<file path="src/rtl/fma_nan_pkg.sv">
package fma_nan_pkg;
  parameter int CLS_W    = 2;
  parameter int CHOICE_W = 2;
  parameter int POLICY_W = 2;
  parameter int NUM_OPS  = 3;
  localparam int OP_A = 0;
  localparam int OP_B = 1;
  localparam int OP_C = 2;

  typedef enum logic [CLS_W-1:0] {
    CLS_NUM  = 2'd0,
    CLS_QNAN = 2'd1,
    CLS_SNAN = 2'd2,
    CLS_RSVD = 2'd3
  } opClass_e;

  typedef enum logic [CHOICE_W-1:0] {
    PICK_A    = 2'd0,
    PICK_B    = 2'd1,
    PICK_C    = 2'd2,
    PICK_DFLT = 2'd3
  } pick_e;

  typedef enum logic [POLICY_W-1:0] {
    POL_GUARDED = 2'd0,
    POL_DUAL    = 2'd1,
    POL_ACB     = 2'd2,
    POL_PLAIN   = 2'd3
  } policy_e;

  // Ranking schemes used by the datapath
  typedef enum logic [1:0] {
    ORD_SIG_CAB = 2'd0,
    ORD_SIG_ABC = 2'd1,
    ORD_ANY_ACB = 2'd2,
    ORD_ANY_ABC = 2'd3
  } order_e;

  typedef struct packed {
    logic   forceDflt;
    logic   forceC;
    logic   invalid;
    order_e order;
  } strobe_t;
endpackage

</file>
<file path="src/rtl/fma_nan_ctrl.sv">
module fma_nan_ctrl
  import fma_nan_pkg::*;
(
  input  logic [POLICY_W-1:0] policy,
  input  logic                legacyNan,
  input  logic                infZero,
  input  logic [CLS_W-1:0]    clsC,
  output strobe_t             strobes
);
  logic cIsQuiet;
  assign cIsQuiet = (clsC == CLS_QNAN);

  always_comb begin
    strobes = '{forceDflt: 1'b0, forceC: 1'b0, invalid: 1'b0, order: ORD_ANY_ABC};
    case (policy)
      POL_GUARDED: begin
        strobes.order = ORD_SIG_CAB;
        if (infZero && cIsQuiet) begin
          strobes.forceDflt = 1'b1;
          strobes.invalid   = 1'b1;
        end
      end
      POL_DUAL: begin
        if (legacyNan) begin
          strobes.order     = ORD_SIG_ABC;
          strobes.forceDflt = infZero;
        end else begin
          strobes.order  = ORD_SIG_CAB;
          strobes.forceC = infZero;
        end
        strobes.invalid = infZero;
      end
      POL_ACB: begin
        strobes.order   = ORD_ANY_ACB;
        strobes.forceC  = infZero;
        strobes.invalid = infZero;
      end
      default: strobes.order = ORD_ANY_ABC;
    endcase
  end
endmodule

</file>
<file path="src/rtl/fma_nan_path.sv">
module fma_nan_path
  import fma_nan_pkg::*;
(
  input  logic [CLS_W-1:0]    clsA,
  input  logic [CLS_W-1:0]    clsB,
  input  logic [CLS_W-1:0]    clsC,
  input  strobe_t             strobes,
  output logic [CHOICE_W-1:0] pick
);
  logic [CLS_W-1:0] opCls [NUM_OPS];
  logic [NUM_OPS-1:0] isSig, isQuiet, isAny;

  assign opCls[OP_A] = clsA;
  assign opCls[OP_B] = clsB;
  assign opCls[OP_C] = clsC;

  for (genvar i = 0; i < NUM_OPS; i++) begin : g_classify
    assign isSig[i]   = (opCls[i] == CLS_SNAN);
    assign isQuiet[i] = (opCls[i] == CLS_QNAN);
    assign isAny[i]   = isSig[i] | isQuiet[i];
  end

  logic [CHOICE_W-1:0] ranked;

  always_comb begin
    ranked = PICK_C;
    case (strobes.order)
      ORD_SIG_CAB: begin
        if      (isSig[OP_C])   ranked = PICK_C;
        else if (isSig[OP_A])   ranked = PICK_A;
        else if (isSig[OP_B])   ranked = PICK_B;
        else if (isQuiet[OP_C]) ranked = PICK_C;
        else if (isQuiet[OP_A]) ranked = PICK_A;
        else                    ranked = PICK_B;
      end
      ORD_SIG_ABC: begin
        if      (isSig[OP_A])   ranked = PICK_A;
        else if (isSig[OP_B])   ranked = PICK_B;
        else if (isSig[OP_C])   ranked = PICK_C;
        else if (isQuiet[OP_A]) ranked = PICK_A;
        else if (isQuiet[OP_B]) ranked = PICK_B;
        else                    ranked = PICK_C;
      end
      ORD_ANY_ACB: begin
        if      (isAny[OP_A]) ranked = PICK_A;
        else if (isAny[OP_C]) ranked = PICK_C;
        else                  ranked = PICK_B;
      end
      default: begin
        if      (isAny[OP_A]) ranked = PICK_A;
        else if (isAny[OP_B]) ranked = PICK_B;
        else                  ranked = PICK_C;
      end
    endcase
  end

  always_comb begin
    if (strobes.forceDflt)   pick = PICK_DFLT;
    else if (strobes.forceC) pick = PICK_C;
    else                     pick = ranked;
  end
endmodule

</file>
<file path="src/rtl/fma_nan_select.sv">
module fma_nan_select
  import fma_nan_pkg::*;
(
  input  logic [CLS_W-1:0]    clsA,
  input  logic [CLS_W-1:0]    clsB,
  input  logic [CLS_W-1:0]    clsC,
  input  logic                infZero,
  input  logic [POLICY_W-1:0] policy,
  input  logic                legacyNan,
  output logic [CHOICE_W-1:0] pick,
  output logic                invalid
);
  strobe_t strobes;

  fma_nan_ctrl u_ctrl (
    .policy    (policy),
    .legacyNan (legacyNan),
    .infZero   (infZero),
    .clsC      (clsC),
    .strobes   (strobes)
  );

  fma_nan_path u_path (
    .clsA    (clsA),
    .clsB    (clsB),
    .clsC    (clsC),
    .strobes (strobes),
    .pick    (pick)
  );

  assign invalid = strobes.invalid;
endmodule

</file>
<file path="config.mk">
export PLATFORM = sky130hd
export DESIGN_NAME = fma_nan_select
export DESIGN_NICKNAME = d
export VERILOG_FILES = /design/src/rtl/fma_nan_pkg.sv /design/src/rtl/fma_nan_ctrl.sv /design/src/rtl/fma_nan_path.sv /design/src/rtl/fma_nan_select.sv
export SDC_FILE = /design/constraint.sdc
export NUM_CORES = 1
export LEC_CHECK = 0
export ABC_AREA = 1
export BUFFER_PORTS_ARGS = -buffer_cell sky130_fd_sc_hd__clkbuf_2
export CELL_PAD_IN_SITES_DETAIL_PLACEMENT = 1
export CELL_PAD_IN_SITES_GLOBAL_PLACEMENT = 2
export CORE_UTILIZATION = 25
export DETAILED_ROUTE_END_ITERATION = 16
export PLACE_DENSITY_LB_ADDON = 0.1
export SLEW_MARGIN = 20
export SYNTH_ARGS = -nofsm -noshare
export SYNTH_HDL_FRONTEND = slang
export SYNTH_SLANG_ARGS = --single-unit
</file>
<file path="constraint.sdc">
create_clock -name vclk -period 1.8
set_input_delay 0.45 -clock vclk [all_inputs]
set_output_delay 0.45 -clock vclk [all_outputs]
set_load 0.01 [all_outputs]
</file>
# Word-level counts from Yosys, hierarchy flattened
# Index checks and enable logic that the tools add are counted.
[totals] register_bits=0 wordCells=42
[op_classes] n_eq_ne=10 n_mux=25 bitwise_logic=3 reduce_logical=4
[op_table] op="$mux W2" n=15
[op_table] op="$pmux W2 S3" n=2
[op_table] op="$eq A2 B1 Y1 const B" n=5
[op_table] op="$eq A2 B2 Y1 const B" n=5
[op_table] op="$pmux W1 S2" n=3
[op_table] op="$mux W1" n=5
[op_table] op="$logic_not A2 Y1" n=2
[op_table] op="$or A1 B1 Y1" n=3
[op_table] op="$reduce_or A2 Y1" n=1
[op_table] op="$logic_and A1 B1 Y1" n=1

# Longest topological paths before layout
# Gate-level depths: netlist of run 1.
[depth] ltp_word=9 mapped_depth=11 mapped_depth_nobuf=11

# Modules after synthesis
# From an unflattened synthesis of run 1, not the netlist that was laid out.
[unflattened] hier_cells=63 hier_area_um2=361.6
[modules_own_cells] module="fma_nan_path" n_inst=1 cells_each=40 area_per_inst_um2=224.0
[modules_own_cells] module="fma_nan_ctrl" n_inst=1 cells_each=23 area_per_inst_um2=137.6

# Worst setup path after synthesis of run 1
# Ideal clock, no wire load.
[synth_path] kind="input -> output" start="input policy[0]" end="output pick[0]" arrival_ns=1.232 required_time_ns=1.350 slack_ns=0.118 cell_stages=11 path_buffers=0 path_cell_list="inv_1 -> ha_1 -> inv_1 -> nand2_2 -> nor2_2 -> nand2_1 -> nand2_1 -> nand2_1 -> nand2_1 -> nand2_1 -> nand2_1"
[synth_between] elab_chain_len=6
[synth_rtl] element="start: declaration" line_no="fma_nan_select.sv:8" rtl="input logic [POLICY_W-1:0] policy,"
[synth_rtl] element="$eq A2 B2 Y1, or another cell as far along" line_no="fma_nan_ctrl.sv:15" rtl="case (policy)"
[synth_rtl] element="$pmux W2 S3" line_no="fma_nan_ctrl.sv:15"
[synth_rtl] element="$eq A2 B2 Y1, or another cell as far along" line_no="fma_nan_path.sv:27" rtl="case (strobes.order)"
[synth_rtl] element="$pmux W2 S3" line_no="fma_nan_path.sv:27"
[synth_rtl] element="$mux W2" line_no="fma_nan_path.sv:59" rtl="else if (strobes.forceC) pick = PICK_C;"
[synth_rtl] element="$mux W2 *" line_no="fma_nan_path.sv:58" rtl="if (strobes.forceDflt) pick = PICK_DFLT;"
[synth_rtl] element="end: declaration" line_no="fma_nan_select.sv:10" rtl="output logic [CHOICE_W-1:0] pick,"
# Mark *: on every way between the ends. The rest lies on a longest branch, timed or not.

# Worst setup path after layout of run 1
[layout_path] start="input policy[1]" end="output pick[0]"
# Same word-level chain as after synthesis.

==> results.md, run 1 <==
* Global routing met3 resource utilization at 0
* Pin count of the biggest net entering global routing at 5
* Setup slack after layout at -67.66 ps
* Xor/xnor share of the synthesized area at 0
* P_sw at 0.07970 mW
* Top-Level Pins at 13
* Largest area contributor in the synthesized netlist: sky130_fd_sc_hd__ha_1
* Final routed DRC violation total at 0
* Type of the setup path with the least slack: in -> out
* Unrepaired setup endpoints after global routing: yes
* Horizontal die dimension at 41.26 um
* Path type of the worst min-delay path: in -> out
* Number of warnings issued by yosys at 0
* Hold Path Cell Cnt at 4
* Worst path bufs/invs at 4
* Seq/Total Area, Yosys at 0
* Final HPWL DP at 907.6 um
* Cell count after synthesis at 73
* Power per unit of standard cell area at 227.8 mW/mm2
* Worst slack after detailed placement at -183.7 ps
* Seq Cell Count at 0
* Failing checks: setup timing
* Number of nets produced by synthesis at 93
* First-pass GRT wire length at 1628 um
* Met1 usage in global routing at 0.1962
* Final GP Congestion at 0.7019
* Hold path startpoint: infZero
* Die H at 41.26 um
* Kind of end point of the critical path: output pin
* Antenna viol nets, final at 0
* Worst slew margin relative to its limit at 0.9028
* Number of clock buffer instances in the layout at 0
* Die footprint at 0.001702 mm2
* Final Critical Period at 1868 ps
* Number of global-route vias before repair at 390
* Final period util at 1.038
* Diode insertion count for antenna repair at 0
* Largest family of logic cells by synthesized area: simple AND/OR/NAND/NOR gates
* Number of violations of the max-capacitance limit at 0
* Total number of nets in the final design at 111
* Area fraction in compound gates after synthesis at 0.05195
* Via count of the routed design at 451
* Most common library cell in the layout ignoring fill and taps: sky130_fd_sc_hd__nand2_1
* Post-Route Utilization at 0.4744
* Data required time at the worst endpoint at 1350 ps
* Largest delay share family, worst path: simple AND/OR/NAND/NOR gates
* Internal Pwr Total at 0.06796 mW
* Detail-routed via count per cell at 4.337
* Detailed-routing iteration count for the pre-antenna-repair pass at 3
* Cell leakage power at 0.3573 nW
* Share of Yosys cell area claimed by the top area cell type at 0.3247
* Worst VDD drop at 0.08580 mV
* Peak fanout along the critical path at 4
* Total wire length after detailed routing at 1070 um
* Worst slack on hold paths at 1256 ps
* Synthesis-to-layout area growth at 68.18%
* FP Rows at 13
* Initial antenna violation count at 0
* Switching portion of total power at 0.5398
* Total of buffers placed on input and output ports at 13
* Initial core utilization at 0.2821
* Commonest cells after routing, fill and taps aside: sky130_fd_sc_hd__nand2_1, sky130_fd_sc_hd__inv_1, sky130_fd_sc_hd__clkbuf_2
* Outcome: complete, but fails checks
* GR Overflow Total at 0
* Setup tns final at -95.07 ps
* CP arrival at 1420 ps
* Sequential power share at 0
* First DRT Iteration DRCs at 12
* Most congested layer reported by global routing: met2
* Highest attainable clock frequency at 0.5354 GHz
* Share of post-route cells with drive strength above 1 at 0.4607
* Number of distinct library cell variants in the gate-level netlist after synthesis at 11
* Cell area after technology mapping at 385.4 um2
* Crit-path most repeated cell: sky130_fd_sc_hd__nand2_1
* Adder-cell share of the synthesized area at 0.3247
* Slew Limit Fails at 0
* Nature of the critical path startpoint: input pin
* Fraction of the mapped netlist area in simple logic gates at 0.4481
* Hold buffers post-CTS at 0
* Hold path endpoint: invalid
* Core box area at 0.001366 mm2
* Share of total power in the clock network at 0
* Global Route met2 Usage at 0.2578
* Cell-by-cell trace of the critical path: clkbuf_16, inv_8, ha_4, nand2_4, nand2_1, inv_1, nand2_1, nand2_1, nand2_1, nand2_1, nand2_1, nand2_1, buf_2
* Final Hold Viols at 0
* Worst Max-Slew Pin Slew at 144.6 ps
* Combinational share of power at 1.000
* Leading post-synthesis cells by cell area: sky130_fd_sc_hd__ha_1, sky130_fd_sc_hd__nand2_1, sky130_fd_sc_hd__inv_1
* Reg area at 0 um2
* Share of cell area taken by muxes after synthesis at 0
* Average detailed-routed wire length per instance at 10.29 um
* Overall power of the completed layout at 0.1477 mW
* Mapped Avg Cell Area at 5.279 um2
* Global router's overall resource usage at 0.1416
* Setup-violating endpoint count in the final report at 2
* CP max stage cell: sky130_fd_sc_hd__ha_4
* Crit path largest cell delay at 160 ps
[Yosys cell counts (all sizes together)]
cell	count
nand2	24
inv	18
ha	10
nor2	8
nand3	7
a21oi	3
nor3	2
o21ai	1
[cell type report]
cell class / count / area [um2]
Fill cell: 182 / 718.2
Multi-Input combinational cell: 55 / 419.2
Timing Repair Buffer: 16 / 127.6
Inverter: 18 / 82.58
Tap cell: 15 / 18.77
[layer usage]
metal | vias up | share of wire
li1 | 252 | -
met1 | 193 | 0.46
met2 | 6 | 0.52
met3 | 0 | 0.021
met4 | 0 | 0
met5 | - | 0
[kinds of logic (layout without fill, tap and decap cells)]
logic type	count (synthesis)	in the layout
buf+inv	18	34
compound gates	4	4
fa+ha+maj	10	10
simple gates	41	41
[worst min-delay path, stage by stage]
cell,delay (ps)
sky130_fd_sc_hd__clkbuf_2,120
sky130_fd_sc_hd__nand2_1,60
sky130_fd_sc_hd__a21oi_1,60
sky130_fd_sc_hd__clkbuf_2,120
[through the flow]
step	cells	cell area (um2)
floorplan	73	385.4
detailed placement	103	484.2
CTS	104	596.8
global route	104	648.1
finish	104	648.1
global placement	103	484.2
[worst max-delay path by stage]
| stage | depth (start not counted) | slack (ps) | endpoint | start |
|---|---|---|---|---|
| 2_1_floorplan | 11 | 120 | pick[0] | policy[0] |
| 3_3_place_gp | 13 | -170 | pick[0] | policy[0] |
| 3_5_place_dp | 13 | -180 | pick[0] | policy[0] |
| 4_1_cts | 12 | -90 | pick[0] | policy[0] |
| 5_1_grt | 12 | -160 | pick[0] | clsB[0] |
| 6_report | 13 | -70 | pick[0] | policy[1] |
[what timing repair did]
| item | in CTS | in global routing |
|---|---|---|
| resized for setup | 19 | 22 |
| setup endpoints to repair | 2 | 2 |
| pin swaps | 6 | 4 |
| buffers inserted | 1 | 0 |
[power by group through the flow]
stage                     Sequential [mW]  Clock, mW  Combinational (mW)
final                                   0          0               0.148
after global routing                    0          0               0.165
after CTS                               0          0               0.133
after detailed placement                0          0               0.108
after global placement                  0          0               0.106
after floorplan                         0          0              0.0656
(Power assumes the default switching activity.)
==> inputs of run 2 (changes only) <==
--- a/config.mk
+++ b/config.mk
@@ -5,13 +5,14 @@
 export SDC_FILE = /design/constraint.sdc
 export NUM_CORES = 1
 export LEC_CHECK = 0
-export ABC_AREA = 1
 export BUFFER_PORTS_ARGS = -buffer_cell sky130_fd_sc_hd__clkbuf_2
 export CELL_PAD_IN_SITES_DETAIL_PLACEMENT = 1
 export CELL_PAD_IN_SITES_GLOBAL_PLACEMENT = 2
-export CORE_UTILIZATION = 25
+export CORE_AREA = 2 2 39 41
 export DETAILED_ROUTE_END_ITERATION = 16
+export DIE_AREA = 0 0 41 43
 export PLACE_DENSITY_LB_ADDON = 0.1
+export REMOVE_ABC_BUFFERS = 1
 export SLEW_MARGIN = 20
 export SYNTH_ARGS = -nofsm -noshare
 export SYNTH_HDL_FRONTEND = slang
==> results.md, run 2 <==
* Outcome: complete, but fails checks (unchanged)
* Failing checks: setup timing (unchanged)
* Combinational share of power at 1.000 (about the same)
* Core box area at 0.001384 mm2 (was 0.001366 mm2)
* Number of warnings issued by yosys at 0 (unchanged)
* Switching portion of total power at 0.4405 (was 0.5398)
* Total wire length after detailed routing at 1294 um (was 1070 um)
* Post-placement cell area at 575.6 um2 (was 484.2 um2)
* Worst slack on hold paths at 1250 ps (was 1256 ps)
* Average detailed-routed wire length per instance at 13.20 um (was 10.29 um)
* Post-Route Utilization at 0.5109 (was 0.4744)
* GR Overflow Total at 0 (unchanged)
* Number of clock buffer instances in the layout at 0 (unchanged)
* Share of Yosys cell area claimed by the top area cell type at 0.3597 (was 0.3247)
* Area fraction in compound gates after synthesis at 0.2662 (was 0.05195)
* Synthesis-to-layout area growth at 103.2% (was 68.18%)
* Final period util at 1.218 (was 1.038)
* Final Critical Period at 2192 ps (was 1868 ps)
* Sequential power share at 0 (about the same)
* Largest area contributor in the synthesized netlist: sky130_fd_sc_hd__ha_1 (unchanged)
* Overall power of the completed layout at 0.1643 mW (was 0.1477 mW)
* Seq Cell Count at 0 (unchanged)
* Placed Cells incl. Taps at 96 (was 103)
* Initial core utilization at 0.2514 (was 0.2821)
* Fraction of the mapped netlist area in simple logic gates at 0.2374 (was 0.4481)
* CP arrival at 1740 ps (was 1420 ps)
* Global router's overall resource usage at 0.1808 (was 0.1416)
* Mapped Avg Cell Area at 7.247 um2 (was 5.279 um2)
* Commonest cells after routing, fill and taps aside: sky130_fd_sc_hd__buf_4, sky130_fd_sc_hd__clkbuf_2, sky130_fd_sc_hd__inv_1 (was sky130_fd_sc_hd__nand2_1, sky130_fd_sc_hd__inv_1, sky130_fd_sc_hd__clkbuf_2)
* Share of total power in the clock network at 0 (about the same)
* Cell leakage power at 0.3564 nW (was 0.3573 nW)
* Final Hold Viols at 0 (unchanged)
* Reg area at 0 um2 (unchanged)
* Xor/xnor share of the synthesized area at 0 (unchanged)
* Power per unit of standard cell area at 232.4 mW/mm2 (was 227.8 mW/mm2)
* FP Rows at 14 (was 13)
* Setup tns final at -717.2 ps (was -95.07 ps)
* Largest family of logic cells by synthesized area: adder cells (was simple AND/OR/NAND/NOR gates)
* Path type of the worst min-delay path: in -> out (unchanged)
* Number of violations of the max-capacitance limit at 0 (unchanged)
* Peak fanout along the critical path at 3 (was 4)
* Hold path endpoint: invalid (unchanged)
* Slew Limit Fails at 0 (unchanged)
* Number of global-route vias before repair at 509 (was 390)
* Die H at 43 um (was 41.26 um)
* Hold buffers post-CTS at 0 (unchanged)
* First DRT Iteration DRCs at 0 (was 12)
* Setup-violating endpoint count in the final report at 2 (unchanged)
* Leading post-synthesis cells by cell area: sky130_fd_sc_hd__ha_1, sky130_fd_sc_hd__inv_1, sky130_fd_sc_hd__a21oi_1 (was sky130_fd_sc_hd__ha_1, sky130_fd_sc_hd__nand2_1, sky130_fd_sc_hd__inv_1)
* Via count of the routed design at 470 (was 451)
* Worst slew margin relative to its limit at 0.7950 (was 0.9028)
* Non-Filler Cell Area, Final at 706.9 um2 (was 648.1 um2)
* Hold path startpoint: infZero (unchanged)
* Top-Level Pins at 13 (unchanged)
* Seq/Total Area, Yosys at 0 (unchanged)
* Hold Path Cell Cnt at 3 (was 4)
* Initial antenna violation count at 0 (unchanged)
* Worst Max-Slew Pin Slew at 306.1 ps (was 144.6 ps)
* Cell area after technology mapping at 347.8 um2 (was 385.4 um2)
* Total of buffers placed on input and output ports at 13 (unchanged)
* Cell count after synthesis at 48 (was 73)
* Share of cell area taken by muxes after synthesis at 0.02878 (was 0)
* P_sw at 0.07236 mW (was 0.07970 mW)
* Final HPWL DP at 958.6 um (was 907.6 um)
* Setup slack after layout at -392.1 ps (was -67.66 ps)
* Antenna viol nets, final at 0 (unchanged)
* Share of post-route cells with drive strength above 1 at 0.5976 (was 0.4607)
* Nature of the critical path startpoint: input pin (unchanged)
* Non-filler cells in the finished layout at 98 (was 104)
* Kind of end point of the critical path: output pin (unchanged)
* Highest attainable clock frequency at 0.4562 GHz (was 0.5354 GHz)
* Unrepaired setup endpoints after global routing: yes (unchanged)
* Internal Pwr Total at 0.09192 mW (was 0.06796 mW)
* Adder-cell share of the synthesized area at 0.3597 (was 0.3247)
* Worst VDD drop at 0.09356 mV (was 0.08580 mV)
* Filler cell count in the final layout at 175 (was 182)
* Most common library cell in the layout ignoring fill and taps: sky130_fd_sc_hd__buf_4 (was sky130_fd_sc_hd__nand2_1)
* Data required time at the worst endpoint at 1350 ps (about the same)
* Horizontal die dimension at 41 um (was 41.26 um)
* Most common library cells after synthesis: sky130_fd_sc_hd__ha_1, sky130_fd_sc_hd__inv_1, sky130_fd_sc_hd__a21oi_1 (was sky130_fd_sc_hd__nand2_1, sky130_fd_sc_hd__inv_1, sky130_fd_sc_hd__ha_1)
* Final routed DRC violation total at 0 (unchanged)
* Type of the setup path with the least slack: in -> out (unchanged)
* Total number of nets in the final design at 104 (was 111)
* Die footprint at 0.001763 mm2 (was 0.001702 mm2)
* Worst slack after detailed placement at -548.4 ps (was -183.7 ps)
* Diode insertion count for antenna repair at 0 (unchanged)
* Pin count of the biggest net entering global routing at 5 (unchanged)
* Final GP Congestion at 0.6819 (was 0.7019)
* Number of distinct library cell variants in the gate-level netlist after synthesis at 22 (was 11)
* First-pass GRT wire length at 2242 um (was 1628 um)
* Detailed-routing iteration count for the pre-antenna-repair pass at 1 (was 3)
* Detail-routed via count per cell at 4.796 (was 4.337)
[run 2: cell count changes after synthesis, moves of 2 or more]
cell                       delta
sky130_fd_sc_hd__inv_1        -7
sky130_fd_sc_hd__nand2_1     -20
sky130_fd_sc_hd__nand2_2      -2
sky130_fd_sc_hd__nand2b_1     +2
sky130_fd_sc_hd__nand3_1      -5
sky130_fd_sc_hd__nor2_1       -4
sky130_fd_sc_hd__nor3_1       -2
[run 2: area by class of cell]
class                      count  area, um2  area share
multi-input combinational     38      396.6      0.5611
tap                           16      20.02     0.02832
timing repair buffer          34      250.2      0.3540
inverter                      10      40.04     0.05664
[run 2: how the worst max path moves through the flow]
stage / end / from / slack [ps]
floorplan: pick[1] / policy[1] / -210
global placement: pick[1] / policy[1] / -490
detailed placement: pick[1] / policy[1] / -550
CTS: pick[1] / policy[1] / -440
global route: pick[1] / policy[1] / -440
finish: pick[1] / policy[1] / -390
[run 2: cells by family after synthesis]
logic type / Yosys count
adders and majority gates: 10
AOI/OAI and AO/OA: 13
buffers and inverters: 10
muxes: 1
and+or+nand+nor: 14
[run 2: per-layer routing]
metal | wire (um) | track usage | vias to the layer above
li1 | - | - | 238
met1 | 490 | 0.1899 | 219
met2 | 744 | 0.3500 | 9
met3 | 34 | 0.01571 | 4
met4 | 25 | 0.04000 | 0
met5 | 0 | 0 | -
[run 2: critical path, stage by stage]
cell and delay [ps]:
sky130_fd_sc_hd__buf_8 80, sky130_fd_sc_hd__inv_4 30, sky130_fd_sc_hd__ha_4 140, sky130_fd_sc_hd__buf_6 110, sky130_fd_sc_hd__and2b_2 190, sky130_fd_sc_hd__o211ai_1 280
sky130_fd_sc_hd__o2111a_1 250, sky130_fd_sc_hd__o41ai_2 60, sky130_fd_sc_hd__buf_2 140
[run 2: power groups by stage]
| stage | clock network [mW] | logic [mW] | registers [mW] |
|---|---|---|---|
| global route | 0 | 0.182 | 0 |
| finish | 0 | 0.164 | 0 |
| CTS | 0 | 0.151 | 0 |
| detailed placement | 0 | 0.128 | 0 |
| floorplan | 0 | 0.0600 | 0 |
| global placement | 0 | 0.127 | 0 |
[run 2: timing repair]
item,CTS,global route
gates resized for setup,17,9
pin swaps,8,3
setup endpoints to repair,3,3
buffers inserted,1,1
